File: config.mk
export PLATFORM = sky130hd
export DESIGN_NAME = cyc_irq_mapper
export DESIGN_NICKNAME = d
export VERILOG_FILES = /design/src/rtl/cyc_irq_pkg.sv /design/src/rtl/cyc_irq_regs.sv /design/src/rtl/cyc_irq_timer.sv /design/src/rtl/cyc_irq_prg_map.sv /design/src/rtl/cyc_irq_mapper.sv
export SDC_FILE = /design/constraint.sdc
export NUM_CORES = 1
export LEC_CHECK = 0
export BUFFER_PORTS_ARGS = -buffer_cell sky130_fd_sc_hd__buf_4
export CAP_MARGIN = 20
export CORE_MARGIN = 2
export CORE_UTILIZATION = 52
export CTS_CLUSTER_SIZE = 40
export DETAILED_ROUTE_END_ITERATION = 6
export PLACE_DENSITY = 0.74
export SYNTH_ARGS = -nofsm -noshare
export SYNTH_HDL_FRONTEND = slang
export SYNTH_SLANG_ARGS = --single-unit
File: constraint.sdc
create_clock -name clk -period 2.6 [get_ports clk]
set_clock_uncertainty 0.2 [all_clocks]
set_input_delay 0.13 -clock clk [delete_from_list [all_inputs] [get_ports clk]]
set_output_delay 0.13 -clock clk [all_outputs]
set_load 0.02 [all_outputs]
File: src/rtl/cyc_irq_pkg.sv
package cyc_irq_pkg;
    localparam int BANK_W = 4;
    localparam int VAL_W  = 5;

    typedef enum logic [1:0] {
        T_RUN  = 2'd0,
        T_PEND = 2'd1,
        T_HOLD = 2'd2
    } tmr_state_e;
endpackage

File: src/rtl/cyc_irq_regs.sv
module cyc_irq_regs
    import cyc_irq_pkg::*;
(
    input  logic             clk,
    input  logic             rst_n,
    input  logic             wr_valid,
    input  logic [1:0]       wr_sel,
    input  logic [VAL_W-1:0] wr_data,
    output logic [VAL_W-1:0] mode_q,
    output logic [VAL_W-1:0] tmr_q,
    output logic [VAL_W-1:0] prg_q,
    output logic             tmr_clr_wr,
    output logic             tmr_run_wr
);
    localparam logic [VAL_W-1:0] MODE_RST = 5'h1F;

    always_ff @(posedge clk) begin
        if (!rst_n) begin
            mode_q <= MODE_RST;
            tmr_q  <= '0;
            prg_q  <= '0;
        end else if (wr_valid) begin
            unique case (wr_sel)
                2'd0: mode_q <= wr_data;
                2'd1: tmr_q  <= wr_data;
                2'd3: prg_q  <= wr_data;
                default: ;
            endcase
        end
    end

    assign tmr_clr_wr = wr_valid && (wr_sel == 2'd1) &&  wr_data[4];
    assign tmr_run_wr = wr_valid && (wr_sel == 2'd1) && !wr_data[4];
endmodule

File: src/rtl/cyc_irq_timer.sv
module cyc_irq_timer
    import cyc_irq_pkg::*;
#(
    parameter int         CNT_W   = 30,
    parameter logic [3:0] DIP_SET = 4'hE
) (
    input  logic clk,
    input  logic rst_n,
    input  logic cyc_en,
    input  logic clr_wr,
    input  logic run_wr,
    output logic irq
);
    localparam int SH = CNT_W - 5;
    localparam logic [CNT_W-1:0] THR    = {5'b11111, {SH{1'b0}}};
    localparam logic [CNT_W-1:0] DIP_SH = {1'b0, DIP_SET, {SH{1'b0}}};

    tmr_state_e       st_q, st_d;
    logic [CNT_W-1:0] cnt_q, cnt_d, cnt_inc;
    logic             hit;

    assign cnt_inc = cnt_q + 1'b1;
    assign hit     = (cnt_inc | DIP_SH) >= THR;

    always_comb begin
        st_d  = st_q;
        cnt_d = cnt_q;
        if (clr_wr) begin
            st_d  = T_HOLD;
            cnt_d = '0;
        end else if (run_wr && st_q == T_HOLD) begin
            st_d  = T_RUN;
            cnt_d = '0;
        end else begin
            unique case (st_q)
                T_RUN, T_PEND: begin
                    if (cyc_en) begin
                        if (hit) begin
                            cnt_d = '0;
                            st_d  = T_PEND;
                        end else begin
                            cnt_d = cnt_inc;
                        end
                    end
                end
                T_HOLD: ;
                default: st_d = T_RUN;
            endcase
        end
    end

    always_ff @(posedge clk) begin
        if (!rst_n) begin
            st_q  <= T_RUN;
            cnt_q <= '0;
        end else begin
            st_q  <= st_d;
            cnt_q <= cnt_d;
        end
    end

    always_comb begin
        irq = (st_q == T_PEND);
    end
endmodule

File: src/rtl/cyc_irq_prg_map.sv
module cyc_irq_prg_map
    import cyc_irq_pkg::*;
(
    input  logic [VAL_W-1:0]  mode_q,
    input  logic [VAL_W-1:0]  tmr_q,
    input  logic [VAL_W-1:0]  prg_q,
    output logic [BANK_W-1:0] bank_lo,
    output logic [BANK_W-1:0] bank_hi
);
    logic [2:0] sel3;
    logic [2:0] pair;

    assign sel3 = prg_q[2:0];
    assign pair = {sel3[2:1], 1'b0};

    always_comb begin
        if (!tmr_q[3]) begin
            bank_lo = {1'b0, tmr_q[2:1], 1'b0};
            bank_hi = {1'b0, tmr_q[2:1], 1'b1};
        end else begin
            unique case (mode_q[3:2])
                2'b11: begin
                    bank_lo = {1'b1, sel3};
                    bank_hi = 4'hF;
                end
                2'b10: begin
                    bank_lo = 4'h8;
                    bank_hi = {1'b1, sel3};
                end
                default: begin
                    bank_lo = {1'b1, pair};
                    bank_hi = {1'b1, pair | 3'd1};
                end
            endcase
        end
    end
endmodule

File: src/rtl/cyc_irq_mapper.sv
module cyc_irq_mapper
    import cyc_irq_pkg::*;
#(
    parameter int         CNT_W   = 30,
    parameter logic [3:0] DIP_SET = 4'hE
) (
    input  logic        clk,
    input  logic        rst_n,
    input  logic        cpu_cyc_en,
    input  logic        wr_valid,
    input  logic [1:0]  wr_sel,
    input  logic [4:0]  wr_data,
    output logic        irq,
    output logic [3:0]  bank_lo,
    output logic [3:0]  bank_hi
);
    logic [VAL_W-1:0] mode_q, tmr_q, prg_q;
    logic             clr_wr, run_wr;

    cyc_irq_regs u_regs (
        .clk(clk), .rst_n(rst_n), .wr_valid(wr_valid), .wr_sel(wr_sel),
        .wr_data(wr_data), .mode_q(mode_q), .tmr_q(tmr_q), .prg_q(prg_q),
        .tmr_clr_wr(clr_wr), .tmr_run_wr(run_wr)
    );

    cyc_irq_timer #(.CNT_W(CNT_W), .DIP_SET(DIP_SET)) u_timer (
        .clk(clk), .rst_n(rst_n), .cyc_en(cpu_cyc_en),
        .clr_wr(clr_wr), .run_wr(run_wr), .irq(irq)
    );

    cyc_irq_prg_map u_map (
        .mode_q(mode_q), .tmr_q(tmr_q), .prg_q(prg_q),
        .bank_lo(bank_lo), .bank_hi(bank_hi)
    );
endmodule

==> reports/results.ini <==
[logic_synthesis]
async_flop_share_pct = 0
postSynthRegisterBits = 40
synth_warnings = 0
yosysSeqAreaShare_pct = 40.3
syn_nets = 234
syn_inst = 222
ys_types = 40
synth-main-ff-cell = dfxtp_1
syn_area_mm2 = 0.00199
synth_edf_count = 0
syn_avg_cell_area_um2 = 8.96

[floorplan]
io_pins = 20
chipWidth_um = 65.9
die_area_mm2 = 0.00434
start_util_pct = 54.3
rows = 22
die_h_um = 65.9
design.core.area_mm2 = 0.00366

[clock_tree]
cts.path.max_buffers = 2
root_buffer = clkbuf_8
clkLatencyLatePin_ps = 290
htree_levels = 2
cts_tree = done
clock_sinks = 40
numCtsBuffers = 5
clk_pin_slew_ps = 70

[finish]
regArea_um2 = 805
multiInputGateArea_mm2 = 0.00112
final_core_util_pct = 67.4
fin_area_mm2 = 0.00247
syn_to_final_growth_pct = 24.0
diodes = 0
drive_gt1_share_pct = 22.3
fillers = 309
nets = 276

[pwr]
p_per_area_mw_per_mm2 = 463
seqPwrFrac_pct = 55.0
leakage_nw = 0.960
p_switching_mw = 0.257
power_frac_clock_pct = 36.8
p_int_mw = 0.884
peakVddDrop_uv = 273
p_sw_share_pct = 22.5
comb_power_share_pct = 8.2

[drt]
drt_iter0_markers = 97
dr.pass1.iters = 4
routedWlPerCell_um = 13.4
ant_nets = 0
drt-total-wl_mm = 4.19
avgViaCountPerCell = 5.45
vias = 1706
drcViolationCount = 0

[critical_path]
path_max_fanout = 6
endpoint_kind = register
max_stage_delay_ps = 580
crit_path_top_delay_cell = or4_4
crit_start = u_timer.cnt_q[8]
crit_chain = nand4_2, or4_4, or4_4, a211oi_4, buf_6, nor3_1
arrival_ps = 2490
r2r-start = u_timer.cnt_q[8]
startpoint_type = register
worstSetupPathType = register to register
required_ps = 2570
r2r_end = u_timer.cnt_q[10]
ff2ff_setup_slack_ps = 80
r2r_cells = 6
crit_top_cell = or4_4

[sta]
clock.fmax_mhz = 396
hold_viol = 0
maxSlewViolCount = 0
setup_viol = 0
fin_crit_sh_pct = 97.1
tightestPinTransition_ps = 497
slew_headroom_pct = 66.7
finalCriticalPeriod_ps = 2520

[place]
post-dp-hpwl_mm = 2.78
portBuffers = 19
place_area_mm2 = 0.00225
globalplace.congestion = 0.836

[global_routing]
antenna_found_initial = 0
grt_overflow = 0
grt.total_usage_pct = 21.0
grt_max_degree = 26
grt_pass1_vias = 1597
grt_pass1_wl_mm = 6.91

[run_status]
outcome = complete, no violations

[hold_path]
holdPathStages = 4
min_to = u_timer.cnt_q[25]
hold_class = input pin to register
hold_start = cpu_cyc_en

[job]
max_cap_viol_count = 0

[how the worst max path moves through the flow]
| stage | to | slack [ps] | cells after the start |
|---|---|---|---|
| 2_1_floorplan | u_timer.cnt_q[20] | 30 | 6 |
| 3_3_place_gp | u_timer.cnt_q[4] | 110 | 6 |
| 3_5_place_dp | u_timer.cnt_q[7] | 40 | 6 |
| 4_1_cts | u_timer.cnt_q[7] | 30 | 6 |
| 5_1_grt | u_timer.cnt_q[14] | -10 | 6 |
| 6_report | u_timer.cnt_q[10] | 80 | 6 |
[placed cells by master, fill, tap and decap left out, types with 5 or more instances in the layout]
cell           instances
nand2_1               15
nor3_1                27
a21oi_1                6
buf_4                 33
mux2i_1                9
nor2b_1               11
dlygate4sd3_1          9
dfxtp_1               37
clkbuf_8               6
nand3_1               16
nand4_1                9
and2_1                 5
xor2_1                23
and3_1                 5
nor2_1                 7
[per-stage QoR]
step	hold WS, ps	total power, mW	std cells	setup TNS (ps)	worst slack [ps]
2_1_floorplan	58.4	0.689	222	0	29.5
3_3_place_gp	163	0.722	294	0	110
3_5_place_dp	163	0.724	294	0	40.3
4_1_cts	137	1.15	311	0	26.0
5_1_grt	185	1.18	313	-89.2	-13.9
6_report	142	1.14	313	0	76.5
[synth_stat cells (3+ instances only)]
master	count	area (µm²)
nand4_1	9	56.3
nor2_1	7	26.3
and4_1	3	26.3
nand3_1	16	80.1
and3_1	5	31.3
and2_1	5	31.3
a21oi_1	6	30.0
xor2_1	23	201
nor3_1	27	135
nor2b_1	11	68.8
nand2_1	15	56.3
dfxtp_1	40	801
mux2i_1	9	90.1
o22ai_1	3	18.8
inv_1	3	11.3
clkbuf_1	7	26.3
xnor2_1	4	35.0
[per-layer routing]
metal	vias up	share of wire [%]	GRT usage, %	wire, µm
met5	-	0	0	0
met4	0	2.1	9.38	87
met3	8	2.9	3.58	120
met2	34	50	36.0	2090
met1	789	45	25.6	1900
li1	875	-	-	-
[critical path: cells and delay by family, from the launching register on]
| kind | cells | cell delay, ps |
|---|---|---|
| DFF | 1 | 350 |
| and+or+nand+nor | 4 | 1300 |
| AOI/OAI and AO/OA | 1 | 370 |
| buffers and inverters | 1 | 180 |
[flip-flops by register name, indices dropped and copies added, names as in the netlist]
name / count
u_timer.cnt_q: 30
u_regs.prg_q: 3
u_regs.tmr_q: 3
u_regs.mode_q: 2
u_timer.st_q: 2
[logic make-up after synthesis]
group | count (synthesis) | synth area share (%)
muxes | 9 | 4.53
adders and majority gates | 1 | 0.629
AOI/OAI and AO/OA | 17 | 6.29
and+or+nand+nor | 114 | 32.6
buffers and inverters | 14 | 3.77
DFF | 40 | 40.3
xor gates and xnor gates | 27 | 11.9
[final cells by class]
cell class	instances	share of cell area (%)
tap	48	2.44
timing repair buffer	46	15.5
multi-input combinational	168	45.3
sequential	40	32.6
clock buffer	8	3.65
inverter	3	0.457
[power groups by stage]
stage | combinational, mW | sequential, mW | clock (mW)
after floorplan | 0.0479 | 0.641 | 0
after global placement | 0.0808 | 0.642 | 0
after detailed placement | 0.0827 | 0.642 | 0
after CTS | 0.0929 | 0.628 | 0.425
after global routing | 0.101 | 0.629 | 0.450
final | 0.0932 | 0.628 | 0.420
[timing repair]
action,CTS,global route
gates resized for setup,0,9
hold endpoints to repair,10,0
endpoints found under the setup margin,0,22
setup buffers,0,1
hold buffers,9,0
No activity file was read; power rests on OpenSTA's default activity.
